File: config.mk
export PLATFORM = sky130hd
export DESIGN_NAME = auxreq_packer
export DESIGN_NICKNAME = d
export VERILOG_FILES = /design/src/rtl/auxreq_pkg.sv /design/src/rtl/auxreq_hdr.sv /design/src/rtl/auxreq_tx.sv /design/src/rtl/auxreq_rsp.sv /design/src/rtl/auxreq_packer.sv
export SDC_FILE = /design/constraint.sdc
export NUM_CORES = 1
export LEC_CHECK = 0
export BUFFER_PORTS_ARGS = -buffer_cell sky130_fd_sc_hd__buf_2
export CAP_MARGIN = 20
export CORE_UTILIZATION = 55
export CTS_CLUSTER_SIZE = 10
export DETAILED_ROUTE_END_ITERATION = 6
export PLACE_DENSITY = 0.8
export SYNTH_ARGS = -nofsm -noshare
export SYNTH_HDL_FRONTEND = slang
export SYNTH_HIERARCHICAL = 1
export SYNTH_SLANG_ARGS = --single-unit
File: constraint.sdc
create_clock -name clk -period 2.7 [get_ports clk]
set_input_delay 0.27 -clock clk [delete_from_list [all_inputs] [get_ports clk]]
set_output_delay 0.27 -clock clk [all_outputs]
set_load 0.02 [all_outputs]
File: src/rtl/auxreq_pkg.sv
`timescale 1ns/1ps
package auxreq_pkg;

   localparam int CMD_W = 4;
   localparam int HDR_BYTES = 4;

   // continuation bit is masked before the command is classified
   localparam logic [CMD_W-1:0] CMD_CLASS_MASK = 4'hB;
   localparam logic [CMD_W-1:0] CMD_BR_WR  = 4'h0;
   localparam logic [CMD_W-1:0] CMD_BR_RD  = 4'h1;
   localparam logic [CMD_W-1:0] CMD_NAT_WR = 4'h8;
   localparam logic [CMD_W-1:0] CMD_NAT_RD = 4'h9;

   typedef enum logic [2:0] {
      RES_OK      = 3'd0,
      RES_TIMEOUT = 3'd1,
      RES_IOERR   = 3'd2,
      RES_TOOBIG  = 3'd3,
      RES_INVAL   = 3'd4
   } res_e;

   typedef enum logic [1:0] {
      PH_IDLE = 2'd0,
      PH_SEND = 2'd1,
      PH_WAIT = 2'd2
   } phase_e;

endpackage

File: src/rtl/auxreq_hdr.sv
`timescale 1ns/1ps
module auxreq_hdr
   import auxreq_pkg::*;
#(
   parameter int ADDR_W  = 20,
   parameter int MAX_PAY = 16,
   parameter int LEN_W   = 6,
   parameter int CNT_W   = 5
) (
   input  logic [ADDR_W-1:0]           addr_i,
   input  logic [CMD_W-1:0]            cmd_i,
   input  logic [LEN_W-1:0]            len_i,
   output logic [HDR_BYTES-1:0][7:0]   hdr_o,
   output logic [CNT_W-1:0]            total_o,
   output logic                        too_big_o,
   output logic                        bad_cmd_o,
   output logic                        is_read_o
);

   logic [CMD_W-1:0] cmd_class;
   logic [3:0]       addr_top;
   logic [3:0]       size_lo;
   logic [3:0]       size_hi;
   logic             len_zero;

   generate
      if (ADDR_W > 16) begin : g_wide_addr
         assign addr_top = 4'(addr_i[ADDR_W-1:16]);
      end else begin : g_narrow_addr
         assign addr_top = 4'h0;
      end
   endgenerate

   assign cmd_class = cmd_i & CMD_CLASS_MASK;
   assign is_read_o = cmd_i[0];
   assign bad_cmd_o = !(cmd_class == CMD_BR_WR || cmd_class == CMD_BR_RD ||
                        cmd_class == CMD_NAT_WR || cmd_class == CMD_NAT_RD);
   assign too_big_o = (len_i > LEN_W'(MAX_PAY));
   assign len_zero  = (len_i == '0);

   always_comb begin
      size_lo = len_zero ? 4'h0 : 4'(len_i - 1'b1);
      if (len_zero)       size_hi = 4'd3;
      else if (is_read_o) size_hi = 4'd4;
      else                size_hi = 4'(len_i + LEN_W'(HDR_BYTES));
   end

   assign hdr_o[0] = addr_i[7:0];
   assign hdr_o[1] = addr_i[15:8];
   assign hdr_o[2] = {cmd_i, addr_top};
   assign hdr_o[3] = {size_hi, size_lo};

   assign total_o = is_read_o ? CNT_W'(HDR_BYTES)
                              : CNT_W'(len_i) + CNT_W'(HDR_BYTES);

endmodule

File: src/rtl/auxreq_tx.sv
`timescale 1ns/1ps
module auxreq_tx
   import auxreq_pkg::*;
#(
   parameter int MAX_PAY = 16,
   parameter int CNT_W   = 5
) (
   input  logic                       clk,
   input  logic                       rst_n,
   input  logic                       load_i,
   input  logic [HDR_BYTES-1:0][7:0]  hdr_i,
   input  logic [MAX_PAY*8-1:0]       pay_i,
   input  logic [CNT_W-1:0]           total_i,
   output logic                       valid_o,
   input  logic                       ready_i,
   output logic [7:0]                 data_o,
   output logic                       last_o,
   output logic                       sent_o
);

   localparam int SLOTS = 2**CNT_W;

   logic [SLOTS*8-1:0] flat;
   logic [CNT_W-1:0]   idx_q;
   logic [CNT_W-1:0]   total_q;
   logic               active_q;

   for (genvar g = 0; g < SLOTS; g++) begin : g_slot
      logic [7:0] nxt;
      logic [7:0] slot_q;
      if (g < HDR_BYTES) begin : g_hdr
         assign nxt = hdr_i[g];
      end else if (g < HDR_BYTES + MAX_PAY) begin : g_pay
         assign nxt = pay_i[(g-HDR_BYTES)*8 +: 8];
      end else begin : g_pad
         assign nxt = 8'h00;
      end
      always_ff @(posedge clk or negedge rst_n) begin
         if (!rst_n)      slot_q <= 8'h00;
         else if (load_i) slot_q <= nxt;
      end
      assign flat[g*8 +: 8] = slot_q;
   end

   assign valid_o = active_q;
   assign data_o  = flat[idx_q*8 +: 8];
   assign last_o  = active_q && (idx_q == total_q - 1'b1);
   assign sent_o  = active_q && ready_i && last_o;

   always_ff @(posedge clk or negedge rst_n) begin
      if (!rst_n) begin
         idx_q    <= '0;
         total_q  <= '0;
         active_q <= 1'b0;
      end else if (load_i) begin
         idx_q    <= '0;
         total_q  <= total_i;
         active_q <= 1'b1;
      end else if (active_q && ready_i) begin
         if (last_o) active_q <= 1'b0;
         else        idx_q    <= idx_q + 1'b1;
      end
   end

   // a stalled byte must not move
   assert_hold_R10: assert property (@(posedge clk) disable iff (!rst_n)
      valid_o && !ready_i |=> valid_o && $stable(data_o) && $stable(last_o));

   // the stream ends after its final byte is taken
   assert_end_R10: assert property (@(posedge clk) disable iff (!rst_n)
      valid_o && ready_i && last_o && !load_i |=> !valid_o);

endmodule

File: src/rtl/auxreq_rsp.sv
`timescale 1ns/1ps
module auxreq_rsp
   import auxreq_pkg::*;
#(
   parameter int LEN_W = 6
) (
   input  logic [7:0]       status_i,
   input  logic [LEN_W-1:0] rx_len_i,
   input  logic [LEN_W-1:0] req_len_i,
   input  logic             is_read_i,
   output res_e             res_o,
   output logic [3:0]       reply_o,
   output logic [LEN_W-1:0] count_o
);

   always_comb begin
      res_o   = RES_OK;
      reply_o = 4'h0;
      count_o = '0;
      case (status_i)
         8'd1:       res_o = RES_TIMEOUT;
         8'd2, 8'd3: res_o = RES_IOERR;
         default: begin
            reply_o = status_i[7:4];
            if (!is_read_i)               count_o = req_len_i;
            else if (rx_len_i > req_len_i) count_o = req_len_i;
            else                          count_o = rx_len_i;
         end
      endcase
   end

endmodule

File: src/rtl/auxreq_packer.sv
`timescale 1ns/1ps
module auxreq_packer
   import auxreq_pkg::*;
#(
   parameter int ADDR_W  = 20,
   parameter int MAX_PAY = 16,
   localparam int LEN_W  = $clog2(MAX_PAY + 1) + 1,
   localparam int CNT_W  = $clog2(MAX_PAY + HDR_BYTES + 1)
) (
   input  logic                 clk,
   input  logic                 rst_n,
   input  logic                 req_valid,
   output logic                 req_ready,
   input  logic [ADDR_W-1:0]    req_addr,
   input  logic [3:0]           req_cmd,
   input  logic [LEN_W-1:0]     req_len,
   input  logic [MAX_PAY*8-1:0] req_data,
   output logic                 tx_valid,
   input  logic                 tx_ready,
   output logic [7:0]           tx_data,
   output logic                 tx_last,
   input  logic                 rsp_valid,
   input  logic [7:0]           rsp_status,
   input  logic [LEN_W-1:0]     rsp_len,
   output logic                 done,
   output logic [2:0]           res_status,
   output logic [3:0]           res_reply,
   output logic [LEN_W-1:0]     res_count
);

   generate
      if (MAX_PAY < 1 || MAX_PAY > 16) begin : g_bad_pay
         $error("MAX_PAY must lie in 1..16 so lengths fit a nibble");
      end
      if (ADDR_W < 16 || ADDR_W > 20) begin : g_bad_addr
         $error("ADDR_W must lie in 16..20");
      end
   endgenerate

   phase_e                     phase_q;
   logic [HDR_BYTES-1:0][7:0]  hdr;
   logic [CNT_W-1:0]           total;
   logic                       too_big, bad_cmd, is_read;
   logic                       accept, reject, load, sent;
   logic                       rd_q;
   logic [LEN_W-1:0]           len_q;
   res_e                       dec_res;
   logic [3:0]                 dec_reply;
   logic [LEN_W-1:0]           dec_count;
   res_e                       res_q;
   logic [3:0]                 reply_q;
   logic [LEN_W-1:0]           count_q;
   logic                       done_q;

   assign req_ready = (phase_q == PH_IDLE);
   assign accept    = req_valid && req_ready;
   assign reject    = too_big || bad_cmd;
   assign load      = accept && !reject;

   auxreq_hdr #(
      .ADDR_W (ADDR_W), .MAX_PAY(MAX_PAY), .LEN_W(LEN_W), .CNT_W(CNT_W)
   ) u_hdr (
      .addr_i    (req_addr),
      .cmd_i     (req_cmd),
      .len_i     (req_len),
      .hdr_o     (hdr),
      .total_o   (total),
      .too_big_o (too_big),
      .bad_cmd_o (bad_cmd),
      .is_read_o (is_read)
   );

   auxreq_tx #(.MAX_PAY(MAX_PAY), .CNT_W(CNT_W)) u_tx (
      .clk     (clk),
      .rst_n   (rst_n),
      .load_i  (load),
      .hdr_i   (hdr),
      .pay_i   (req_data),
      .total_i (total),
      .valid_o (tx_valid),
      .ready_i (tx_ready),
      .data_o  (tx_data),
      .last_o  (tx_last),
      .sent_o  (sent)
   );

   auxreq_rsp #(.LEN_W(LEN_W)) u_rsp (
      .status_i  (rsp_status),
      .rx_len_i  (rsp_len),
      .req_len_i (len_q),
      .is_read_i (rd_q),
      .res_o     (dec_res),
      .reply_o   (dec_reply),
      .count_o   (dec_count)
   );

   always_ff @(posedge clk or negedge rst_n) begin
      if (!rst_n) begin
         phase_q <= PH_IDLE;
         rd_q    <= 1'b0;
         len_q   <= '0;
      end else begin
         case (phase_q)
            PH_IDLE: if (load) begin
               phase_q <= PH_SEND;
               rd_q    <= is_read;
               len_q   <= req_len;
            end
            PH_SEND: if (sent)      phase_q <= PH_WAIT;
            PH_WAIT: if (rsp_valid) phase_q <= PH_IDLE;
            default:                phase_q <= PH_IDLE;
         endcase
      end
   end

   always_ff @(posedge clk or negedge rst_n) begin
      if (!rst_n) begin
         done_q  <= 1'b0;
         res_q   <= RES_OK;
         reply_q <= 4'h0;
         count_q <= '0;
      end else begin
         done_q <= 1'b0;
         if (accept && reject) begin
            done_q  <= 1'b1;
            res_q   <= too_big ? RES_TOOBIG : RES_INVAL;
            reply_q <= 4'h0;
            count_q <= '0;
         end else if (phase_q == PH_WAIT && rsp_valid) begin
            done_q  <= 1'b1;
            res_q   <= dec_res;
            reply_q <= dec_reply;
            count_q <= dec_count;
         end
      end
   end

   assign done       = done_q;
   assign res_status = res_q;
   assign res_reply  = reply_q;
   assign res_count  = count_q;

   // an oversize request finishes straight from idle with nothing sent
   assert_oversize_silent_R1: assert property (@(posedge clk) disable iff (!rst_n)
      done && res_status == RES_TOOBIG |-> !tx_valid && $past(phase_q == PH_IDLE));

   // a bad command finishes straight from idle with nothing sent
   assert_badcmd_silent_R2: assert property (@(posedge clk) disable iff (!rst_n)
      done && res_status == RES_INVAL |-> !tx_valid && $past(phase_q == PH_IDLE));

   // transport errors carry no reply and no count
   assert_err_empty_R7: assert property (@(posedge clk) disable iff (!rst_n)
      done && (res_status == RES_TIMEOUT || res_status == RES_IOERR)
      |-> res_reply == 4'h0 && res_count == '0);

   // a reported count never exceeds the requested length
   assert_count_bound_R9: assert property (@(posedge clk) disable iff (!rst_n)
      done && res_status == RES_OK |-> res_count <= len_q);

   // no new request is taken while a stream is in flight
   assert_busy_R11: assert property (@(posedge clk) disable iff (!rst_n)
      tx_valid |-> !req_ready);

   // the result pulse lasts a single cycle
   assert_pulse_R11: assert property (@(posedge clk) disable iff (!rst_n)
      done && !$past(accept) |=> !done);

endmodule

# == After elaboration in Yosys (flattened, before gate mapping) ==
# Index checks and enable logic that the tools add are counted.
# totals
inputBits,177
regBits,194
output_inout_bits,25
# op_classes
shifts,1
eq_ne,13
reduce_logical,25
order_cmp,2
addsub,5
mux,28
# ops
cell,n
256-bit by 9-bit indexed part select with 8-bit output,1
6-bit 2-to-1 mux,5
4-bit 2-to-1 mux,6
5-bit 2-to-1 mux,4
"8-bit by 2-bit equality test with 1-bit output, second input constant",2
3-bit 2-to-1 mux,3
"8-bit by 1-bit equality test with 1-bit output, second input constant",1
1-bit logical AND,7
"3-bit equality test, second input constant",2
"6-bit by 5-bit greater-than comparator with 1-bit output, second input constant",1
6-bit greater-than comparator,1
6-bit zero test,1
2-bit 2-to-1 mux,3
"2-bit inequality test, second input constant",3
2-bit case mux with 3 select lines,1
2-bit AND reduction,3
2-bit nonzero test,3
"5-bit by 1-bit adder with 5-bit output, second input constant",1
"5-bit by 3-bit adder with 5-bit output, second input constant",1
5-bit equality test,1
1-bit 2-to-1 mux,5
"5-bit by 1-bit subtractor with 5-bit output, second input constant",1
"4-bit by 3-bit adder with 4-bit output, second input constant",1
4-bit zero test,1
other kinds (12),16

# == Logic depth before layout (Yosys ltp) ==
# Gate-level depths: netlist (run 1).
# depth
depth_word,10
ltp_mapped,11
depth_no_buf,9

# == Modules after synthesis ==
# The synthesis (run 1) kept the hierarchy.
# modules_own_cells
mod,n_inst,cells_each,area_each_um2
auxreq_tx,1,499,7820.0
auxreq_packer,1,74,965.9
auxreq_hdr,1,55,380.4
auxreq_rsp,1,53,339.1

# == Worst setup path before layout (run 1) ==
# No wires, ideal clock.
# synth_timing
path_kind,input-to-reg
startpoint,input req_len[0]
endpoint,register u_tx.g_slot[10].slot_q[0]
setup_slack_ns,0.341
setup_time_ns,0.125
arrival_ns,2.234
required_time_ns,2.575
cell_stages,10
cell_sequence,inv_1 > ha_1 > nand2_1 > a21o_1 > nor2_4 > nand3_2 > inv_1 > clkbuf_1 > clkbuf_1 > mux2_2
# synth_between
elab_chain_cells,4
# synth_lines
item,line,text
from (decl),auxreq_packer.sv:16,"input logic [LEN_W-1:0] req_len,"
6-bit by 5-bit greater-than comparator with 1-bit output,auxreq_hdr.sv:38,assign too_big_o = (len_i > LEN_W'(MAX_PAY));
net too_big,auxreq_packer.sv:43,"logic too_big, bad_cmd, is_read;"
1-bit logical OR,auxreq_packer.sv:57,assign reject = too_big || bad_cmd;
1-bit zero test,auxreq_packer.sv:58,assign load = accept && !reject;
1-bit logical AND,auxreq_packer.sv:58,
net load,auxreq_packer.sv:44,"logic accept, reject, load, sent;"
to (signal assigned),auxreq_tx.sv:40,else if (load_i) slot_q <= nxt;
to (decl),auxreq_tx.sv:30,logic [7:0] slot_q;
# The timed path passes the listed nets, and every way through them passes these cells.
# A chain may end at the register's enable or synchronous reset.

# == Worst setup path after layout (run 1) ==
# layout_timing
startpoint,register u_tx.idx_q[0]
endpoint,output tx_data[1]
# layout_between
elab_chain_cells,1
# layout_lines
item,line,text
from (decl),auxreq_tx.sv:24,logic [CNT_W-1:0] idx_q;
from (signal assigned),auxreq_tx.sv:61,else idx_q <= idx_q + 1'b1;
256-bit by 9-bit indexed part select with 8-bit output,auxreq_tx.sv:46,assign data_o = flat[idx_q*8 +: 8];
to (decl),auxreq_packer.sv:20,"output logic [7:0] tx_data,"
# Every way passes these cells.

==> results.md, run 1 <==
* FILL cells at 1,162
* Critical path endpoint category: output pin
* Final Max Slew Viols at 0
* WHS Endpoint: u_tx/g_slot[11].slot_q[1]$_DFFE_PN0P_
* Layout cells sized above 1 at 0.569
* Die extent in x at 133 um
* Die footprint at ~18,000 um2
* IO buf count at between 200 and 250
* ANT cells at 0
* Critical path class: reg2out
* H-tree Lvls at 4
* Hold Violations, Final at 0
* Root Buffer: clkbuf_16
* Area delta synth->final at 19.3%
* Upper clock frequency limit at 377 MHz
* Clock Latency Late Sink at 0.43 ns
* Vias per cell at about 5.5
* RR Startpoint: u_tx/idx_q[0]$_DFFE_PN0P_
* Post-Syn Area at 9510 um2
* RSZ-0062 raised after global routing: true
* DR vias at 6,060
* Data required, critical path at 2.43 ns
* Util after Layout at 0.679
* Core area at 16,700 um2
* Final setup violation count at 0
* Placed Area at 10,600 um2
* CP max FO at 9
* Most used DFF post-synth: dfrtp_1
* Number of synthesized flops with an enable pin at 0
* Async SR Flop Fraction at 1.00
* Max-Cap Viols at 0
* Initial DRC Count at 307
* Final Cycle Share at 0.982
* Critical Path Max Stage Delay at about 0.52 ns
* Cell count after synthesis at 681
* PnR worst setup slack at slightly below 0.05 ns
* Post-DRT Antenna Nets at 0
* Routed WL at 21,400 um
* TritonCTS Sinks at 194
* Nets at ~1,000
* Hold path start: req_data[57]
* Starting density of the core at 0.569
* Leakage Power at 5.76 nW
* Library cells used by synthesis at 53
* CTS Buffer Depth at 2
* Path depth of the worst reg2reg path at 7
* Hold Crit Class: in2reg
* Placed wire-length estimate at 15,300 um
* Vias in the first global route at roughly 6,700
* Yosys warning count at 6
* Status: complete, no violations
* Number of synthesized register bits at 194
* Post-synth top area share at 0.511
* Reg2reg end: u_tx/idx_q[1]$_DFFE_PN0P_
* Peak VDD IR at 0.000450 V
* First-pass GRT wire length at 34,300 um
* CP max-delay cell: mux4_2
* Synthesized net count at 869
* Max transition margin at 0.440
* CP Cell Sequence: buf_12 > mux4_2 > mux2_4 > a21oi_1 > o21ai_1 > buf_2
* Synthesized area per cell at 14.0 um2
* Total GRT Usage at 0.254
* Worst R2R Setup Slack at 0.62 ns
* FP Rows at between 40 and 50
* Place WS at 0.440 ns
* Setup Skew at 0.00734 ns
* Total CTS buffers at 17
* Die extent in y at 133 um
* Ranking of synthesized cells by area: dfrtp_1 51%, mux2_2 21%, mux4_2 9.5%, mux2i_1 2.6%, buf_4 2.2%
* Wire per inst at 19.5 um
* Seq/Total Area, Yosys at 0.511
* IO Count at 202
* Drc violations at 0
* Flip-flop and latch area at between 4000 and 5000 um2
* Largest net degree at the start of global routing at 90
* CTS tree: done
* Hold path depth at 2
* Synth area leader: dfrtp_1
* Initial antenna violation count at 4
* Fin crit period at between 2 and 3 ns
* P per Cell Area at between 400 and 500 nW/um2
* CP arrival at 2.38 ns
* CP startpoint kind: flip-flop
* Final Cell Area at 11,300 um2
* DRT Pass-1 Iters at 5
* Slew @ Worst Pin at 0.837 ns
* Final Wtd Congestion at ~0.8
* Total gr overflow at 0
* Reg clk slew, reported paths at 0.07 ns
* Multi-input gate area at 4210 um2
[flip-flops by register name (all words and copies together) (netlist names)]
name and count:
u_tx/idx_q 5, phase_q 2, res_reply 4, rd_q 1, u_tx/valid_o 1, u_tx/g_slot.slot_q 160, len_q 6, done 1
u_tx/total_q 5, res_count 6, res_status 3
[where the power goes]
group | switching, mW | internal [mW] | leakage, nW
registers | 0.00195 | 2.91 | 2.69
logic | 0.142 | 0.124 | 2.80
clock network | 1.13 | 1.28 | 0.272
[synthesized netlist by cell type, drive strengths merged (2+ instances only)]
master	number
buf	39
ha	11
nand3	4
nand2b	10
xor2	3
a2bb2oi	2
dfrtp	194
nor2	30
nor3b	2
nand2	21
a21oi	17
or2b	2
xnor2	8
nor2b	4
a21o	2
nor4	2
o21ai	18
or2	2
mux4	40
mux2	178
clkbuf	28
mux2i	25
or3	3
inv	19
[metal layers]
layer  global-route usage  vias up  routed length, um
li1                     -     2778                  -
met1                0.313     3077               8760
met2                0.430      170              11000
met3               0.0666       29               1220
met4               0.0922        6                343
met5                    0        -                 36
[worst max-delay path: cells and delay by family, from the launching register on]
| kind | cells | cell delay [ns] |
|---|---|---|
| compound gates | 2 | 0.26 |
| flops | 1 | 0.50 |
| mux | 2 | 0.84 |
| buf+inv | 2 | 0.35 |
[layout make-up]
class,count,share of cell area
Tap cell,220,0.0243
Inverter,19,0.00673
Timing Repair Buffer,227,0.120
Clock inverter,15,0.0117
Clock buffer,17,0.0375
Multi-Input combinational cell,401,0.371
Sequential cell,194,0.429
[cells in the final DEF (no fill, tap or decap), types with 8 or more instances in the layout]
cell type,Yosys,routed
ha_1,11,11
inv_1,19,18
buf_4,28,17
nand2b_1,10,10
o21ai_0,9,9
dfrtp_1,194,192
xnor2_1,8,8
nand2_1,21,21
mux4_2,40,40
a21oi_1,16,14
mux2_2,178,177
mux2i_1,25,23
clkbuf_16,0,18
buf_2,8,198
nor2_1,28,28
[worst max-delay path by stage]
| stage | startpoint | endpoint | slack (ns) |
|---|---|---|---|
| after global routing | u_tx/idx_q[0]$_DFFE_PN0P_ | tx_data[6] | -0.05 |
| final | u_tx/idx_q[0]$_DFFE_PN0P_ | tx_data[1] | 0.05 |
| after CTS | u_tx/idx_q[0]$_DFFE_PN0P_ | tx_data[1] | 0.008 |
| after detailed placement | req_len[0] | u_tx/g_slot[2].slot_q[3]$_DFFE_PN0P_ | 0.44 |
| after floorplan | req_len[0] | u_tx/g_slot[10].slot_q[0]$_DFFE_PN0P_ | 0.34 |
| after global placement | u_tx/idx_q[0]$_DFFE_PN0P_ | tx_data[4] | 0.45 |
[logic make-up (layout without fill, tap and decap cells)]
kind of cell / count (synthesis) / in the layout / share of synthesized area
multiplexers: 243 / 243 / 0.332
AND/OR/NAND/NOR: 89 / 89 / 0.0504
other: 1 / 1 / 0.000395
XOR/XNOR: 11 / 11 / 0.0109
adder cells (fa/ha/maj): 11 / 11 / 0.0145
AO/OA/AOI/OAI: 46 / 46 / 0.0326
buffers and inverters: 86 / 278 / 0.0484
flip-flops: 194 / 194 / 0.511
[metrics by stage]
step / total power [mW] / TNS [ns] / hold WS (ns) / instances
4_1_cts: 5.64 / 0 / 0.0505 / 1087
3_3_place_gp: 3.22 / 0 / 0.380 / 1052
2_1_floorplan: 3.04 / 0 / -0.0256 / 681
3_5_place_dp: 3.23 / 0 / 0.393 / 1052
5_1_grt: 5.80 / -0.0828 / 0.0512 / 1093
6_report: 5.59 / 0 / 0.0669 / 1093
[what timing repair did]
item | CTS | global route
hold endpoints to repair | 86 | 0
resized for setup | 2 | 7
gates cloned | 1 | 1
endpoints found under the setup margin | 2 | 6
setup buffers | 1 | 5
hold buffers | 1 | 0
No activity file was read; power rests on OpenSTA's default activity.
==> run 2, diff against run 1 <==
--- a/config.mk
+++ b/config.mk
@@ -10,8 +10,7 @@
 export CORE_UTILIZATION = 55
 export CTS_CLUSTER_SIZE = 10
 export DETAILED_ROUTE_END_ITERATION = 6
-export PLACE_DENSITY = 0.8
+export PLACE_DENSITY = 0.81
 export SYNTH_ARGS = -nofsm -noshare
 export SYNTH_HDL_FRONTEND = slang
-export SYNTH_HIERARCHICAL = 1
 export SYNTH_SLANG_ARGS = --single-unit
==> run 2 against run 1 <==
Final cell count is 29% higher. Synthesized cell count is 46% higher. Count of clock-buffer cells in the layout is 2 higher. Synthesized area is 2.4% lower. Sequential share of layout area is 0.43 points higher. Global-route usage is 2.1 points higher. Critical path depth is 1 higher. Register-to-register slack worse by 0.10 ns. Core utilization is 0.074 points higher. Critical path type unchanged. Critical endpoint is now tx_data[3]. Largest cell class unchanged. Largest power group unchanged.
==> results.md, run 2 <==
* Leakage Power at 5.86 nW (+1.7%)
* Die footprint at 17,400 um2 (-2.4%)
* Starting density of the core at 0.561 (-0.00778)
* Final Wtd Congestion at 0.893 (+9.2%)
* Final Cycle Share at 0.997 (+0.0154)
* Count leader, synth: nand2_1
* CP max FO at 8 (-1)
* Die extent in x at 132 um (-1.2%)
* CTS tree: done
* Psw at 4.51 mW (+250%)
* Tot Pwr at 12.2 mW (+120%)
* Power share of the combinational group at 0.384 (+0.336)
* Post-synth top area share at 0.523 (+0.0126)
* CP startpoint kind: flip-flop
* Initial DRC Count at 679 (+120%)
* Die extent in y at 132 um (-1.2%)
* Wire per inst at 16.3 um (-16%)
* Async SR Flop Fraction at 1.00 (unchanged)
* Core area at 16,500 um2 (-1.1%)
* Synthesized area per cell at 9.30 um2 (-33%)
* Final Max Slew Viols at 0 (unchanged)
* Most common cell after layout, fill and taps aside: nand2_1
* H-tree Lvls at 4 (unchanged)
* Critical path class: reg2out
* Biggest register: u_tx.g_slot.slot_q
* Synthesized net count at 1,185 (+36%)
* Peak VDD IR at 0.000627 V (+39%)
* Max transition margin at 0.501 (+0.0609)
* Post-DRT Antenna Nets at 0 (unchanged)
* Routed WL at 23,100 um (+8.2%)
* P per Cell Area at 1090 nW/um2 (+120%)
* Max reg flops at 160 (unchanged)
* Data required, critical path at 2.43 ns (about the same)
* Vias in the first global route at 7,349 (+10%)
* Yosys warning count at 0 (-6)
* Biggest regs: u_tx.g_slot.slot_q x160, len_q x6, res_count x6
* Clock power frac at 0.194 (-0.238)
* Setup Skew at 0.00914 ns (+0.00180 ns)
* Post-synth top cells: 495 x nand2_1, 194 x dfrtp_1, 44 x clkbuf_1
* DR vias at 7,646 (+26%)
* First-pass GRT wire length at 37,100 um (+8.1%)
* TNS Setup at 0 ns (unchanged)
* TritonCTS Sinks at 194 (unchanged)
* Nets at 1,369 (+31%)
* Most used DFF post-synth: dfrtp_1
* Most frequent cells in the layout: 495 x nand2_1, 200 x buf_2, 192 x dfrtp_1
* Upper clock frequency limit at 371 MHz (-1.5%)
* Cell count after synthesis at 997 (+46%)
* CP arrival at 2.42 ns (+0.04 ns)
* DRT Pass-1 Iters at 5 (unchanged)
* Library cells used by synthesis at 46 (-13%)
* Number of synthesized flops with an enable pin at 0 (unchanged)
* Hold Violations, Final at 0 (unchanged)
* Vias per cell at 5.41 (-2.5%)
* Post-Syn Area at 9280 um2 (-2.4%)
* CTS Buffer Depth at 2 (unchanged)
* Ranking of synthesized cells by area: dfrtp_1 52%, nand2_1 20%, mux4_2 9.7%, mux2i_1 2.1%, clkbuf_1 1.8%
* Worst hold slack at 0.0254 ns (-0.0415 ns)
* Slew @ Worst Pin at 0.748 ns (-0.0893 ns)
* Int Power at 7.70 mW (+78%)
* FP Rows at 47 (unchanged)
* Sequential Power Share at 0.422 (-0.098)
* Final setup violation count at 0 (unchanged)
* Synth area leader: dfrtp_1
* Number of synthesized register bits at 194 (unchanged)
* Largest net degree at the start of global routing at 128 (+42%)
* Reg clk slew, reported paths at 0.07 ns (about the same)
* Total gr overflow at 0 (unchanged)
* Status: complete, no violations
* IO buf count at 201 (unchanged)
* Area delta synth->final at 21.1%
* Total CTS buffers at 17 (unchanged)
* Hold Crit Class: in2reg
* Placed wire-length estimate at 16,100 um (+5.3%)
* Switch share at 0.369 (+0.141)
* Drc violations at 0 (unchanged)
* Root Buffer: clkbuf_16
* Clock Latency Late Sink at 0.43 ns (about the same)
* Layout cells sized above 1 at 0.259 (-0.310)
* Seq/Total Area, Yosys at 0.523 (+0.0126)
* IO Count at 202 (unchanged)
* Max-Cap Viols at 0 (unchanged)
* Initial antenna violation count at 1 (-3)
* Total GRT Usage at 0.274 (+0.0207)
* Fin crit period at 2.69 ns (+0.0416 ns)
* Critical path endpoint category: output pin
run 2: power by group through the flow:
| stage | Clock, mW | Combinational (mW) | Sequential [mW] |
|---|---|---|---|
| detailed placement | 0 | 4.37 | 5.16 |
| global route | 2.52 | 5.21 | 5.28 |
| finish | 2.36 | 4.69 | 5.15 |
| CTS | 2.40 | 4.52 | 5.10 |
| floorplan | 0 | 3.27 | 4.79 |
| global placement | 0 | 4.19 | 5.12 |
run 2: routing by layer:
metal  global-route usage  up-vias  wire length [um]
met5                    0        -                 0
met3               0.0500       49              1540
met1                0.396     3605             10400
met2                0.413      335             10400
met4                0.114        0               799
li1                     -     3657                 -
run 2: kinds of logic (layout without fill, tap and decap cells):
family                   after synthesis  in the layout  synth area share
AND/OR/NAND/NOR                      570            570             0.246
flip-flops                           194            194             0.523
AO/OA/AOI/OAI                         78             78            0.0580
buffers and inverters                 77            273            0.0329
multiplexers                          59             59             0.118
adder cells (fa/ha/maj)               11             11            0.0148
XOR/XNOR                               8              8           0.00755
other                                  0              1                 0
run 2: final timing paths:
path                                                           start                               endpoint  slack, ns  depth (start not counted)
min in group asynchronous                                      rst_n               res_count[2]$_DFFE_PN0P_       0.35                          2
worst max-delay path                       u_tx.idx_q[0]$_DFFE_PN0P_                             tx_data[3]      0.007                          7
max in group asynchronous                                      rst_n  u_tx.g_slot[15].slot_q[4]$_DFFE_PN0N_       1.59                          3
worst max register to register                phase_q[1]$_DFFE_PN0P_               res_count[1]$_DFFE_PN0P_       0.52                          5
worst min-delay path                                    req_data[22]   u_tx.g_slot[6].slot_q[6]$_DFFE_PN0N_       0.03                          3
worst min register to register  u_tx.g_slot[6].slot_q[3]$_DFFE_PN0N_   u_tx.g_slot[6].slot_q[3]$_DFFE_PN0N_       0.47                          2
run 2: layout make-up:
type,instances,area (um2)
inverter,17,63.8
clock inverter,12,100
timing repair buffer,225,1320
fill,1273,5290
sequential,194,4860
antenna,1,2.50
clock buffer,19,453
tap,220,275
multi-input combinational,726,4160
run 2: stage by stage:
step           setup slack [ns]  area (um2)   util  instances
2_1_floorplan             0.382        9280      -        997
3_3_place_gp              0.428       10500  0.638       1375
3_5_place_dp              0.336       10500  0.638       1375
4_1_cts                  0.0187       11100  0.675       1410
5_1_grt                 -0.0431       11200  0.680       1414
6_report                0.00742       11200  0.680       1414
run 2: repair_timing:
action,in CTS,in global routing
setup buffers,3,2
endpoints found under the hold margin,47,0
setup endpoints to repair,7,7
gates resized for setup,0,10
hold buffers,1,0
cloned,0,1
run 2: worst max-delay path: stages, from the launching register on:
cell	delay [ns]
dfrtp_4	0.54
buf_4	0.17
mux4_2	0.54
mux2i_2	0.21
nor2_1	0.06
a21oi_1	0.17
o21ai_0	0.12
buf_2	0.17
==> run 3, diff against run 2 <==
--- a/config.mk
+++ b/config.mk
@@ -5,12 +5,13 @@
 export SDC_FILE = /design/constraint.sdc
 export NUM_CORES = 1
 export LEC_CHECK = 0
+export ABC_AREA = 1
 export BUFFER_PORTS_ARGS = -buffer_cell sky130_fd_sc_hd__buf_2
 export CAP_MARGIN = 20
 export CORE_UTILIZATION = 55
 export CTS_CLUSTER_SIZE = 10
 export DETAILED_ROUTE_END_ITERATION = 6
-export PLACE_DENSITY = 0.81
+export PLACE_DENSITY = 0.8
 export SYNTH_ARGS = -nofsm -noshare
 export SYNTH_HDL_FRONTEND = slang
 export SYNTH_SLANG_ARGS = --single-unit
==> run 3 against run 2 <==
Combinational power increased by 4%. Clock skew decreased by 0.0041 ns. Worst hold slack improved by 0.0021 ns. Setup slack improved by 0.23 ns. Largest power group unchanged.
==> results.md, run 3 <==
* Slew @ Worst Pin at 0.763 ns (+0.0158 ns)
* Biggest regs: u_tx.g_slot.slot_q x160, len_q x6, res_count x6
* Layout cells sized above 1 at 0.177 (-0.0818)
* Post-Place Cells at 1,676 (+22%)
* Critical path class: reg2out
* Most frequent cells in the layout: 653 x nand2_1, 200 x buf_2, 192 x dfrtp_1
* Fin crit period at 2.46 ns (-0.233 ns)
* Synthesized net count at 1,489 (+26%)
* Total GRT Usage at 0.294 (+0.0202)
* Critical path endpoint category: output pin
* Biggest register: u_tx.g_slot.slot_q
* Sequential Power Share at 0.402 (-0.020)
* Power share of the combinational group at 0.392 (+0.008)
* Area delta synth->final at 16.9%
* CP startpoint kind: flip-flop
* Clock power frac at 0.207 (+0.013)
* First-pass GRT wire length at 41,400 um (+11%)
* Number of synthesized flops with an enable pin at 0 (unchanged)
* Ranking of synthesized cells by area: dfrtp_1 50%, nand2_1 25%, nor2_1 5.4%, o21ai_0 4.7%, buf_6 1.9%
* Post-synth top area share at 0.502 (-0.0212)
* Switch share at 0.404 (+0.0348)
* CP max FO at 9 (+1)
* Number of synthesized register bits at 194 (unchanged)
* IO buf count at 201 (unchanged)
* Cell count after synthesis at 1,301 (+30%)
* Final Cycle Share at 0.911 (-0.0863)
* Final Max Slew Viols at 0 (unchanged)
* Starting density of the core at 0.561 (about the same)
* Initial antenna violation count at 4 (+3)
* Reg clk slew, reported paths at 0.07 ns (about the same)
* Die footprint at 18,100 um2 (+4.2%)
* CTS tree: done
* Total gr overflow at 0 (unchanged)
* Reg2reg end: u_tx.g_slot[0].slot_q[2]$_DFFE_PN0N_
* Placed wire-length estimate at 17,100 um (+6.1%)
* Max reg flops at 160 (unchanged)
* Library cells used by synthesis at 31 (-33%)
* RR Startpoint: phase_q[1]$_DFFE_PN0P_
* H-tree Lvls at 4 (unchanged)
* IO Count at 202 (unchanged)
* TNS Setup at 0 ns (unchanged)
* Placed Area at 10,700 um2 (+1.4%)
* Drc violations at 0 (unchanged)
* Psw at 5.04 mW (+12%)
* Clock Latency Late Sink at 0.43 ns (about the same)
* Most common cell after layout, fill and taps aside: nand2_1
* Leakage Power at 6.38 nW (+8.9%)
* Count leader, synth: nand2_1
* Setup Skew at 0.00504 ns (-0.00410 ns)
* Die extent in y at 135 um (+2.1%)
* CTS Buffer Depth at 2 (unchanged)
* Wire per inst at 14.7 um (-9.7%)
* Post-Syn Area at 9670 um2 (+4.2%)
* Upper clock frequency limit at 407 MHz (+9.5%)
* Peak VDD IR at 0.000622 V (-0.84%)
* DR vias at 8,862 (+16%)
* Hold path start: req_data[31]
* Path depth of the worst reg2reg path at 6 (+1)
* Int Power at 7.42 mW (-3.5%)
* Largest net degree at the start of global routing at 80 (-38%)
* TritonCTS Sinks at 194 (unchanged)
* Post-Layout Cell Count at 1,713 (+21%)
* Post-CTS setup-driven buffer insertion count at 0 (-3)
* Max transition margin at 0.491 (-0.00947)
* Synth area leader: dfrtp_1
* Final Wtd Congestion at 0.878 (-1.6%)
* Total CTS buffers at 17 (unchanged)
* Async SR Flop Fraction at 1.00 (unchanged)
* Routed WL at 25,300 um (+9.4%)
* Most used DFF post-synth: dfrtp_1
* Vias in the first global route at 8,414 (+14%)
* Post-DRT Antenna Nets at 0 (unchanged)
* WHS Endpoint: u_tx.g_slot[7].slot_q[7]$_DFFE_PN0N_
* Worst R2R Setup Slack at 0.57 ns (+0.05 ns)
* Post-synth top cells: 653 x nand2_1, 194 x dfrtp_1, 138 x nor2_1
* CP arrival at 2.19 ns (-0.23 ns)
* Nets at 1,659 (+21%)
* Core area at 17,200 um2 (+4.3%)
* Status: complete, no violations
* RSZ-0062 raised after global routing: false
* Final setup violation count at 0 (unchanged)
* DRT Pass-1 Iters at 5 (unchanged)
* Die extent in x at 135 um (+2.1%)
* Final Cell Area at 11,300 um2 (+0.65%)
* Max-Cap Viols at 0 (unchanged)
* Hold Crit Class: in2reg
* Vias per cell at 5.17 (-4.3%)
* Data required, critical path at 2.43 ns (about the same)
* Hold Violations, Final at 0 (unchanged)
* P per Cell Area at 1100 nW/um2 (+1.4%)
* Root Buffer: clkbuf_16
* Seq/Total Area, Yosys at 0.502 (-0.0212)
* Hold path depth at 3 (unchanged)
* Synthesized area per cell at 7.43 um2 (-20%)
* Initial DRC Count at 773 (+14%)
* Crit path launch: u_tx.idx_q[3]$_DFFE_PN0P_
* Yosys warning count at 0 (unchanged)
* FP Rows at 48 (+2.1%)
run 3: cell types whose count changed after synthesis, moves of 11 or more:
| cell | delta |
|---|---|
| o21ai_1 | +13 |
| mux2i_1 | -19 |
| buf_6 | +15 |
| o22ai_1 | +11 |
| clkbuf_1 | -34 |
| nand3_1 | +22 |
| o21ai_0 | +70 |
| buf_4 | +21 |
| buf_2 | +16 |
| nor2_1 | +112 |
| mux4_2 | -40 |
| inv_1 | +30 |
| nand2_1 | +158 |
run 3: stage by stage:
stage	hold slack, ns	utilization	power [mW]	setup slack, ns
floorplan	-0.0256	-	8.42	1.04
global placement	0.257	0.620	9.69	0.460
detailed placement	0.267	0.620	9.83	0.388
CTS	0.0150	0.655	12.5	0.131
global route	0.0194	0.656	13.4	0.0897
finish	0.0275	0.656	12.5	0.240
run 3: worst max path at each step:
stage	endpoint	slack, ns	depth (start not counted)
after floorplan	u_tx.valid_o$_DFFE_PN0P_	1.04	13
after global placement	u_tx.g_slot[0].slot_q[2]$_DFFE_PN0N_	0.46	10
after detailed placement	u_tx.g_slot[0].slot_q[2]$_DFFE_PN0N_	0.39	10
after CTS	tx_data[5]	0.13	9
after global routing	tx_data[5]	0.09	8
final	tx_data[6]	0.24	7
run 3: power groups by stage:
stage	Combinational (mW)	Sequential [mW]	Clock [mW]
floorplan	3.60	4.82	0
global placement	4.72	4.98	0
detailed placement	4.82	5.01	0
CTS	4.88	4.98	2.59
global route	5.58	5.15	2.70
finish	4.88	5.00	2.57
run 3: area by class of cell:
class / count / area [um2]
antenna: 4 / 10.0
multi-input combinational: 986 / 4140
clock buffer: 21 / 470
inverter: 53 / 201
timing repair buffer: 219 / 1220
clock inverter: 11 / 128
tap: 225 / 282
fill: 1507 / 5930
sequential: 194 / 4860
run 3: worst max-delay path, cell delays in order, from the launching register on:
cell     delay [ns]
dfrtp_1        0.51
inv_1          0.14
nor2_1         0.47
nand2_1        0.15
nand2_1        0.14
o21ai_1        0.10
nand2_1        0.08
buf_2          0.16
run 3: layer usage:
| layer | part of all wire | vias up | routed length [um] | GRT usage |
|---|---|---|---|---|
| met4 | 0.035 | 0 | 879 | 0.140 |
| met3 | 0.058 | 52 | 1470 | 0.0432 |
| met2 | 0.47 | 337 | 11900 | 0.474 |
| met5 | 0 | - | 0 | 0 |
| li1 | - | 4373 | - | - |
| met1 | 0.44 | 4100 | 11000 | 0.395 |
run 3: what timing repair did:
action / CTS / global route
hold endpoints to repair: 51 / 0
setup endpoints to repair: 0 / 2
hold buffers: 1 / 0
gates resized for setup: 0 / 1
run 3: logic make-up (layout without fill, tap and decap cells):
group / Yosys count / in the layout / share of synthesized area
flops: 194 / 194 / 0.502
compound gates: 137 / 137 / 0.0766
buf+inv: 121 / 304 / 0.0705
xor+xnor: 3 / 3 / 0.00272
other cells: 0 / 4 / 0
fa+ha+maj: 11 / 11 / 0.0142
simple gates: 835 / 835 / 0.334
